$ cat src/rtl/vpu_pkg.sv
package vpu_pkg;

    // Geometry of a slot control byte
    localparam int CTRL_W      = 8;
    localparam int CTRL_EN_BIT = 5;
    localparam int SRC_SEL_W   = 5;

    // Word indices (byte address / 4) of the register windows
    localparam int WIDX_ACK   = 'h00C;
    localparam int WIDX_DEF   = 'h00D;
    localparam int WIDX_VADDR = 'h040;
    localparam int WIDX_VCTRL = 'h080;
    localparam int WIDX_ID    = 'h3F8;
    localparam int ID_WORDS   = 8;

    typedef struct packed {
        logic                 en;
        logic [SRC_SEL_W-1:0] src;
    } slot_cfg_t;

    function automatic slot_cfg_t decode_ctrl(input logic [CTRL_W-1:0] raw);
        slot_cfg_t c;
        c.en  = raw[CTRL_EN_BIT];
        c.src = raw[SRC_SEL_W-1:0];
        return c;
    endfunction

    function automatic logic [7:0] id_byte(input logic [2:0] idx);
        logic [7:0] b;
        case (idx)
            3'd0:    b = 8'h90;
            3'd1:    b = 8'h11;
            3'd2:    b = 8'h04;
            3'd3:    b = 8'h00;
            3'd4:    b = 8'h0D;
            3'd5:    b = 8'hF0;
            3'd6:    b = 8'h05;
            default: b = 8'hB1;
        endcase
        return b;
    endfunction

endpackage

$ cat src/rtl/vpu_slot_bank.sv
module vpu_slot_bank
    import vpu_pkg::*;
#(
    parameter int NUM_SLOTS = 16,
    parameter int DATA_W    = 32,
    parameter int WORD_W    = 10
) (
    input  logic                                clk,
    input  logic                                rst,
    input  logic                                wr_en,
    input  logic [WORD_W-1:0]                   wr_word,
    input  logic [DATA_W-1:0]                   wdata,
    output logic [NUM_SLOTS-1:0][DATA_W-1:0]    vaddr,
    output logic [NUM_SLOTS-1:0][CTRL_W-1:0]    vctrl,
    output logic [DATA_W-1:0]                   def_addr
);

    logic [DATA_W-1:0] def_q;

    always_ff @(posedge clk) begin
        if (rst) begin
            def_q <= '0;
        end else if (wr_en && int'(wr_word) == WIDX_DEF) begin
            def_q <= wdata;
        end
    end

    assign def_addr = def_q;

    for (genvar k = 0; k < NUM_SLOTS; k++) begin : g_slot
        logic [DATA_W-1:0] va_q;
        logic [CTRL_W-1:0] vc_q;

        always_ff @(posedge clk) begin
            if (rst) begin
                va_q <= '0;
            end else if (wr_en && int'(wr_word) == WIDX_VADDR + k) begin
                va_q <= wdata;
            end
        end

        always_ff @(posedge clk) begin
            if (rst) begin
                vc_q <= '0;
            end else if (wr_en && int'(wr_word) == WIDX_VCTRL + k) begin
                vc_q <= wdata[CTRL_W-1:0];
            end
        end

        assign vaddr[k] = va_q;
        assign vctrl[k] = vc_q;
    end

endmodule

$ cat src/rtl/vpu_mask_gen.sv
module vpu_mask_gen
    import vpu_pkg::*;
#(
    parameter int NUM_SLOTS = 16,
    parameter int SRC_W     = 32
) (
    input  logic [NUM_SLOTS-1:0][CTRL_W-1:0] vctrl,
    output logic [NUM_SLOTS+1:0][SRC_W-1:0]  lvl_mask
);

    logic [NUM_SLOTS-1:0][SRC_W-1:0] contrib;

    for (genvar k = 0; k < NUM_SLOTS; k++) begin : g_contrib
        slot_cfg_t cfg;
        assign cfg        = decode_ctrl(vctrl[k]);
        assign contrib[k] = cfg.en ? ({{(SRC_W-1){1'b0}}, 1'b1} << cfg.src) : '0;
    end

    // Prefix OR: level i sees every enabled slot strictly above it.
    always_comb begin
        logic [SRC_W-1:0] acc;
        acc = '0;
        for (int k = 0; k < NUM_SLOTS; k++) begin
            lvl_mask[k] = acc;
            acc         = acc | contrib[k];
        end
        lvl_mask[NUM_SLOTS]   = acc;
        lvl_mask[NUM_SLOTS+1] = '1;
    end

endmodule

$ cat src/rtl/vpu_nest_ctrl.sv
module vpu_nest_ctrl #(
    parameter int NUM_SLOTS = 16,
    parameter int SRC_W     = 32,
    parameter int LVL_W     = 5
) (
    input  logic                             clk,
    input  logic                             rst,
    input  logic                             ack,
    input  logic                             eoi,
    input  logic [SRC_W-1:0]                 req_raw,
    input  logic [NUM_SLOTS+1:0][SRC_W-1:0]  lvl_mask,
    output logic [LVL_W-1:0]                 cur_lvl,
    output logic                             hit,
    output logic [LVL_W-1:0]                 hit_lvl
);

    localparam int NUM_LVLS = NUM_SLOTS + 1;
    localparam logic [LVL_W-1:0] IDLE_LVL = LVL_W'(NUM_SLOTS + 1);

    logic [LVL_W-1:0] cur_q;
    logic [LVL_W-1:0] saved_q [NUM_LVLS];

    // First level below the current one whose mask meets a raw request
    always_comb begin
        hit     = 1'b0;
        hit_lvl = '0;
        for (int i = 0; i < NUM_LVLS; i++) begin
            if (!hit && (LVL_W'(i) < cur_q) && (|(req_raw & lvl_mask[i]))) begin
                hit     = 1'b1;
                hit_lvl = LVL_W'(i);
            end
        end
    end

    always_ff @(posedge clk) begin
        if (rst) begin
            cur_q <= IDLE_LVL;
            for (int i = 0; i < NUM_LVLS; i++) begin
                saved_q[i] <= '0;
            end
        end else if (ack && hit) begin
            saved_q[hit_lvl] <= cur_q;
            cur_q            <= hit_lvl;
        end else if (eoi && cur_q != IDLE_LVL) begin
            cur_q <= saved_q[cur_q];
        end
    end

    assign cur_lvl = cur_q;

endmodule

$ cat src/rtl/vec_prio_unit.sv
module vec_prio_unit
    import vpu_pkg::*;
#(
    parameter int NUM_SLOTS = 16,
    parameter int SRC_W     = 32,
    parameter int DATA_W    = 32,
    parameter int ADDR_W    = 12
) (
    input  logic              clk,
    input  logic              rst,
    input  logic [SRC_W-1:0]  req_masked,
    input  logic [SRC_W-1:0]  req_raw,
    input  logic              bus_rd,
    input  logic              bus_wr,
    input  logic [ADDR_W-1:0] bus_addr,
    input  logic [DATA_W-1:0] bus_wdata,
    output logic [DATA_W-1:0] bus_rdata,
    output logic              irq
);

    localparam int LVL_W   = $clog2(NUM_SLOTS + 2);
    localparam int SLOT_IW = $clog2(NUM_SLOTS);
    localparam int WORD_W  = ADDR_W - 2;

    logic [WORD_W-1:0]                 word;
    int                                widx;
    logic                              ack;
    logic                              eoi;
    logic [NUM_SLOTS-1:0][DATA_W-1:0]  vaddr;
    logic [NUM_SLOTS-1:0][CTRL_W-1:0]  vctrl;
    logic [DATA_W-1:0]                 def_addr;
    logic [NUM_SLOTS+1:0][SRC_W-1:0]   lvl_mask;
    logic [LVL_W-1:0]                  cur_lvl;
    logic                              hit;
    logic [LVL_W-1:0]                  hit_lvl;
    logic [DATA_W-1:0]                 rd_next;
    logic [DATA_W-1:0]                 rdata_q;

    assign word = bus_addr[ADDR_W-1:2];
    assign widx = int'(word);
    assign ack  = bus_rd && widx == WIDX_ACK;
    assign eoi  = bus_wr && widx == WIDX_ACK;

    vpu_slot_bank #(
        .NUM_SLOTS (NUM_SLOTS),
        .DATA_W    (DATA_W),
        .WORD_W    (WORD_W)
    ) u_bank (
        .clk      (clk),
        .rst      (rst),
        .wr_en    (bus_wr),
        .wr_word  (word),
        .wdata    (bus_wdata),
        .vaddr    (vaddr),
        .vctrl    (vctrl),
        .def_addr (def_addr)
    );

    vpu_mask_gen #(
        .NUM_SLOTS (NUM_SLOTS),
        .SRC_W     (SRC_W)
    ) u_mask (
        .vctrl    (vctrl),
        .lvl_mask (lvl_mask)
    );

    vpu_nest_ctrl #(
        .NUM_SLOTS (NUM_SLOTS),
        .SRC_W     (SRC_W),
        .LVL_W     (LVL_W)
    ) u_nest (
        .clk      (clk),
        .rst      (rst),
        .ack      (ack),
        .eoi      (eoi),
        .req_raw  (req_raw),
        .lvl_mask (lvl_mask),
        .cur_lvl  (cur_lvl),
        .hit      (hit),
        .hit_lvl  (hit_lvl)
    );

    function automatic logic [DATA_W-1:0] level_addr(input logic [LVL_W-1:0] lvl);
        if (int'(lvl) < NUM_SLOTS) begin
            return vaddr[SLOT_IW'(lvl)];
        end
        return def_addr;
    endfunction

    always_comb begin
        rd_next = '0;
        if (widx == WIDX_ACK) begin
            rd_next = hit ? level_addr(hit_lvl) : def_addr;
        end else if (widx == WIDX_DEF) begin
            rd_next = def_addr;
        end else if (widx >= WIDX_VADDR && widx < WIDX_VADDR + NUM_SLOTS) begin
            rd_next = vaddr[SLOT_IW'(widx - WIDX_VADDR)];
        end else if (widx >= WIDX_VCTRL && widx < WIDX_VCTRL + NUM_SLOTS) begin
            rd_next = DATA_W'(vctrl[SLOT_IW'(widx - WIDX_VCTRL)]);
        end else if (widx >= WIDX_ID && widx < WIDX_ID + ID_WORDS) begin
            rd_next = DATA_W'(id_byte(3'(widx - WIDX_ID)));
        end
    end

    always_ff @(posedge clk) begin
        if (rst) begin
            rdata_q <= '0;
        end else if (bus_rd) begin
            rdata_q <= rd_next;
        end
    end

    assign bus_rdata = rdata_q;
    assign irq       = |(req_masked & lvl_mask[cur_lvl]);

endmodule

$ cat config.mk
export PLATFORM = sky130hd
export DESIGN_NAME = vec_prio_unit
export DESIGN_NICKNAME = d
export VERILOG_FILES = /design/src/rtl/vpu_pkg.sv /design/src/rtl/vpu_slot_bank.sv /design/src/rtl/vpu_mask_gen.sv /design/src/rtl/vpu_nest_ctrl.sv /design/src/rtl/vec_prio_unit.sv
export SDC_FILE = /design/constraint.sdc
export NUM_CORES = 2
export LEC_CHECK = 0
export ABC_AREA = 1
export BUFFER_PORTS_ARGS = -buffer_cell sky130_fd_sc_hd__buf_4
export CORE_MARGIN = 10
export CORE_UTILIZATION = 30
export DETAILED_ROUTE_END_ITERATION = 12
export HOLD_SLACK_MARGIN = 0.1
export RECOVER_POWER = 100
export SLEW_MARGIN = 15
export SYNTH_ARGS = -nofsm -noshare
export SYNTH_HDL_FRONTEND = slang
export SYNTH_SLANG_ARGS = --single-unit
export TNS_END_PERCENT = 30
$ cat constraint.sdc
create_clock -name clk -period 4.2 [get_ports clk]
set_input_delay 0.63 -clock clk [delete_from_list [all_inputs] [get_ports clk]]
set_output_delay 0.63 -clock clk [all_outputs]
set_load 0.02 [all_outputs]
== After elaboration in Yosys (flattened, before gate mapping) ==
Memory sizes are Yosys's and may differ from the RTL's. A register that Yosys moved wholly into a read port is not among the register bits.
Index checks and enable logic that the tools add are counted.

* Flip-flop bits (word level): 709
* RAM bits: 85
* Bits of input ports: 112
* Memories kept: 1

* Add/sub/neg operators: 3
* Order comparisons: 27
* Equality and inequality tests: 41
* Shifts and indexed selects: 16
* Multiplexer cells: 81
* Bitwise operators: 32
* Reductions and logical operators: 106

{| class="wikitable"
|+ Memories
! name !! depth !! bits a word !! read ports !! clocked after memory_dff !! write ports !! RTL line !! RTL
|-
| u_nest.saved_q || 17 || 5 || 1 || 1 || 17 || vpu_nest_ctrl.sv:21 || <nowiki>logic [LVL_W-1:0] saved_q [NUM_LVLS];</nowiki>
|}

{| class="wikitable"
|+ Operators by type and width
! operator !! count
|-
| $mux W32 || 26
|-
| $and A32 B32 Y32 || 17
|-
| $reduce_or A32 Y1 || 17
|-
| $shl A1 B5 Y32 const A || 16
|-
| $or A32 B32 Y32 || 15
|-
| $bmux W32 S4 || 2
|-
| $bmux W32 S5 || 1
|-
| $eq A10 B8 Y1 const B || 16
|-
| $eq A10 B9 Y1 const B || 16
|-
| $logic_and A1 B1 Y1 || 71
|-
| $pmux W8 S7 || 1
|-
| $lt A4 B5 Y1 const A || 8
|-
| $mux W5 || 7
|-
| $bmux W8 S4 || 1
|-
| $mux W4 || 8
|-
| $mux W8 || 4
|-
| $mux W1 || 25
|-
| $eq A10 B5 Y1 const B || 2
|-
| $lt A3 B5 Y1 const A || 4
|-
| $logic_not A1 Y1 || 15
|-
| $lt A4 B6 Y1 const B || 2
|-
| $mux W3 || 4
|-
| $lt A10 B11 Y1 const B || 1
|-
| $ge A10 B10 Y1 const B || 1
|-
| 20 further kinds || 26
|}

== Logic depth before layout (Yosys ltp) ==
* Depth in word-level cells: 72
* Gate-level depth with buffers: 35

== By module ==
A second synthesis with hierarchy kept.

* Cell total of the unflattened synthesis: 11321
* Area, all modules: 67567.3 um^2

{| class="wikitable"
|+ Modules (own cells, without submodules)
! module !! instances !! cells an instance !! area each (um^2) !! seq. area each (um^2)
|-
| vpu_slot_bank || 1 || 4344 || 28667.5 || 13452.9
|-
| vec_prio_unit || 1 || 3555 || 17410.4 || 640.6
|-
| vpu_nest_ctrl || 1 || 1534 || 11922.7 || 5004.8
|-
| vpu_mask_gen || 1 || 1888 || 9566.7 || 0.0
|}

== Least setup slack after synthesis ==
OpenSTA, ideal clock, no wires.

* Path type: flip-flop to flip-flop
* Start point: register u_nest.cur_q[2], in the netlist u_nest.cur_lvl[2]
* End point: memory u_nest.saved_q[1][0] (enable)
* Data arrival time: 3515 ps
* Data required time: 3887 ps
* Setup slack: 372 ps
* Stages on the path, launching flop included: 26
* Path buffers: 1
* Path through: dfxtp_1 > clkinv_1 > nor2_1 > clkinv_1 > nor2_1 > o21ai_0 > inv_1 > a21oi_1 > nor2_2 > nand3_1 > nor2_2 > nand3_1 > nor2_2 > nand3_2 > nor2_4 > nand3_2 > buf_4 > nand3_2 > inv_2 > nand2_2 > nand2_2 > nor2_4 > inv_2 > nor3_2 > nand2_1 > nand2_1

{| class="wikitable"
|+ RTL lines
! what !! RTL line !! RTL
|-
| start: declaration || vpu_nest_ctrl.sv:20 || <nowiki>logic [LVL_W-1:0] cur_q;</nowiki>
|-
| start signal: assignment || vpu_nest_ctrl.sv:43 || <nowiki>cur_q <= hit_lvl;</nowiki>
|-
| start signal: assignment || vpu_nest_ctrl.sv:45 || <nowiki>cur_q <= saved_q[cur_q];</nowiki>
|-
| end: declaration || vpu_nest_ctrl.sv:21 ||
|}

== Worst setup path after layout ==
* Start point: register u_bank.g_slot[3].vc_q[4]
* End point: output irq

* Word-level cells in the longest chain between the ends: 19

{| class="wikitable"
|+ Ends and longest elaborated chain
! what !! RTL line !! RTL
|-
| start: declaration || vpu_slot_bank.sv:32 || <nowiki>logic [CTRL_W-1:0] vc_q;</nowiki>
|-
| start signal: assignment || vpu_slot_bank.sv:46 || <nowiki>vc_q <= wdata[CTRL_W-1:0];</nowiki>
|-
| $shl A1 B5 Y32 * || vpu_mask_gen.sv:16 || <nowiki>assign contrib[k] = cfg.en ? ({{(SRC_W-1){1'b0}}, 1'b1} << cfg.src) : '0;</nowiki>
|-
| $mux W32 * || vpu_mask_gen.sv:16 ||
|-
| $or A32 B32 Y32 * || vpu_mask_gen.sv:25 || <nowiki>acc = acc | contrib[k];</nowiki>
|-
| $or A32 B32 Y32 (12 in a row) || vpu_mask_gen.sv:25 ||
|-
| $bmux W32 S5 * || vec_prio_unit.sv:114 || <nowiki>assign irq = |(req_masked & lvl_mask[cur_lvl]);</nowiki>
|-
| $mux W32 (not written as such) * || vec_prio_unit.sv:114 ||
|-
| $and A32 B32 Y32 * || vec_prio_unit.sv:114 ||
|-
| $reduce_or A32 Y1 * || vec_prio_unit.sv:114 ||
|-
| end: declaration || vec_prio_unit.sv:18 || <nowiki>output logic irq</nowiki>
|}

Every way passes the cells marked *; elsewhere a longest branch is shown, timed or not. The select of a mux whose other input is x is not followed.

==> results.py <==
metrics = {
    "outcome": {
        "status": "complete, but fails checks",
        "violations": "negative setup slack",
    },
    "min_path": {
        "hold_class": "input pin to flop",
        "hold_depth": 3,
    },
    "routing": {
        "viasPerCell": 5.70,
        "route.vias.total": 72811,
        "drtAntennaViolNets": 0,
        "drt_iter0_markers": 10095,
        "drt_first_pass_iters": 9,
        "wire_per_inst_microns": 25.7,
        "drc": 0,
        "drt_wl_total_microns": 328000,
    },
    "global_route": {
        "use_met3_pct": 5.43,
        "grt-ovfl-total": 0,
        "grt_pass1_wl_microns": 463000,
        "grt_util_met1_pct": 39.6,
        "use_met2_pct": 46.6,
        "antenna_found_initial": 16,
        "grt.busiest_layer": "met2",
        "grt_usage_pct": 30.0,
        "grt_pass1_vias": 67282,
        "grt_max_degree": 143,
    },
    "clock_network": {
        "cts_sinks": 874,
        "cts_buffers": 95,
        "h-tree-depth": 3,
        "cts_buffer_depth": 3,
        "clock_latency_ns": 0.73,
        "cts-root-buf": "clkbuf_16",
        "holdBufCountCts": 0,
        "cts_tree": "done",
        "clkTransAtPathRegs_ns": 0.06,
    },
    "sta": {
        "rsz0062_at_grt": "true",
        "report.final.hold_viol_count": 0,
        "period_needed_ns": 5.11,
        "fin_skew_ns": 0.0286,
        "setup_viol": 203,
        "tightest_slew_ns": 1.18,
        "finalCritPeriodShare_pct": 122,
        "setup_ws_ns": -0.911,
        "fmax_ghz": 0.196,
        "fin_hold_ws_ns": 0.207,
        "relSlewSlack_pct": 20.9,
        "drv_slew": 0,
    },
    "synthesis": {
        "yosys_warnings": 0,
        "synth.distinct_cells": 51,
        "synth-compound-area-share_pct": 26.0,
        "syn_area_per_cell_sq_um": 6.25,
        "synthXorXnorAreaFrac_pct": 0,
        "ys_seq_elements": 874,
        "synthMuxAreaShare_pct": 0,
        "yosys_most_used_dff": "dfxtp_1",
        "synthAdderAreaFrac_pct": 0,
        "synth_edf_count": 160,
        "yosys.area_share.simple_pct": 30.8,
        "syn_area_sq_um": 56400,
        "synthCells": 9023,
        "ys_seq_area_share_pct": 33.9,
        "async_flop_share_pct": 0,
        "synth_top_family_by_area": "simple AND/OR/NAND/NOR gates",
    },
    "placed_design": {
        "placed_cells": 12401,
        "dpl.hpwl_microns": 233000,
        "port_buffers": 142,
        "pre_cts_slack_ns": -1.11,
        "finalWeightedCongestion": 1.09,
    },
    "floorplan": {
        "pin_count": 145,
        "rows": 159,
        "core_sq_um": 187000,
        "initial_utilization_pct": 30.1,
        "dieArea_sq_um": 206000,
        "fp.dieW_microns": 454,
        "die_h_microns": 454,
    },
    "finish": {
        "layout_commonest_cell": "nand2_1",
        "final_cell_mix": "nand2_1 (2163), buf_4 (1481), o21ai_0 (1153)",
        "drive_gt1_share_pct": 23.2,
        "layout.nets": 10299,
        "syn_to_final_growth_pct": 37.5,
        "stdcell_count": 12771,
        "utilization_pct": 41.4,
        "fillers": 19728,
    },
    "critical_path": {
        "end_kind": "output pin",
        "cp.required_ns": 3.57,
        "cp.arrival_ns": 4.48,
        "reg2reg_depth": 39,
        "start_kind": "flop",
        "cp_max_fo": 6,
        "path_class": "flop to output pin",
    },
    "job": {
        "cap_violations": 0,
    },
    "pwr": {
        "powerDensity_nw_per_um2": 249,
        "power_leakage_nw": 33.9,
        "ir_drop_uv": 329,
    },
}
stage by stage:
stage	power (W)	instance area [sq um]	setup TNS [ns]
final	0.0193	77600	-124.17
after global routing	0.0198	77600	-162.11
after CTS	0.0194	75700	-132.44
after detailed placement	0.0102	69900	-180.87
after global placement	0.0102	69900	-164.09
after floorplan	0.00944	56700	0
final timing paths:
kind                                   from                        end  slack (ns)
setup / recovery   u_bank.g_slot[3].vc_q[4]                        irq       -0.91
hold / removal                bus_wdata[18]        u_bank.def_addr[18]        0.21
setup reg to reg   u_bank.g_slot[0].vc_q[3]              bus_rdata[24]       -0.70
hold reg to reg   u_bank.g_slot[15].vc_q[7]  u_bank.g_slot[15].vc_q[7]        0.46
layout make-up:
cell class              instances  area (sq um)  area share [%]
diodes                          8          20.0          0.0258
clock buffers                 121          2630            3.38
clock inverters                57           754           0.973
inverters                     610          2360            3.04
multi-input cells            6904         34400            44.3
flip-flops and latches        874         19200            24.7
well taps                    2495          3120            4.02
repair buffers               1702         15100            19.5
flip-flops by register name, indices dropped and copies added (netlist names), named ones only:
signal              flops
bus_rdata              32
u_bank.g_slot.vc_q    128
u_bank.def_addr        32
u_bank.g_slot.va_q    512
u_nest.saved_q        160
u_nest.cur_lvl          5
cell usage after synthesis, types with 19 or more instances:
library cell | count | area, sq um
buf_1 | 35 | 131
o21ai_0 | 1183 | 5920
nor2_1 | 937 | 3520
a211oi_1 | 19 | 143
nand2_1 | 2255 | 8460
nor3_1 | 55 | 275
buf_2 | 85 | 425
o211ai_1 | 107 | 803
nand4_1 | 231 | 1450
a22oi_1 | 87 | 653
a21oi_1 | 817 | 4090
inv_1 | 568 | 2130
edfxtp_1 | 160 | 4800
o2111ai_1 | 24 | 210
inv_2 | 25 | 93.8
nand3_1 | 584 | 2920
dfxtp_1 | 714 | 14300
buf_4 | 23 | 173
nor2_2 | 67 | 419
o22ai_1 | 253 | 1580
o221ai_1 | 69 | 604
clkbuf_1 | 567 | 2130
metal layers:
layer  wire length [microns]  vias up
met3                   33600      936
met1                  132000    34226
li1                        -    33045
met4                   20800       10
met2                  141000     4594
met5                      70        -
power by group:
group          total (W)  internal [W]  switching (W)
Combinational    0.00154      0.000454        0.00108
Clock            0.00919       0.00538        0.00381
Sequential       0.00862       0.00858      0.0000376
Total             0.0193        0.0144        0.00493
logic make-up (layout without fill, tap and decap cells):
kind of cell           Yosys count  in the layout
AO/OA/AOI/OAI                 2648           2648
buffers and inverters         1326           2490
flip-flops                     874            874
other                            1             88
AND/OR/NAND/NOR               4174           4176
critical path, stage by stage, from the launching register on:
cell and delay, ns:
dfxtp_1 0.33, nand2_2 0.11, inv_2 0.07, buf_12 0.14
buf_4 0.14, nand2_1 0.09, inv_1 0.07, nor2_4 0.12
nand4_1 0.23, nor2_2 0.21, nand4_1 0.21, nor2_2 0.21
buf_6 0.14, o211ai_1 0.18, o211ai_1 0.26, o21ai_0 0.16
nand4_1 0.16, nand4_1 0.17, nor4_4 0.28, buf_4 0.17
nand4_1 0.13, buf_6 0.17
what timing repair did:
item,4_1_cts,5_1_grt
buffers inserted,93,67
endpoints found under the setup margin,203,203
resized for setup,304,310
cloned,17,11
pin swaps,87,180
Power figures use the tool's default switching activity.
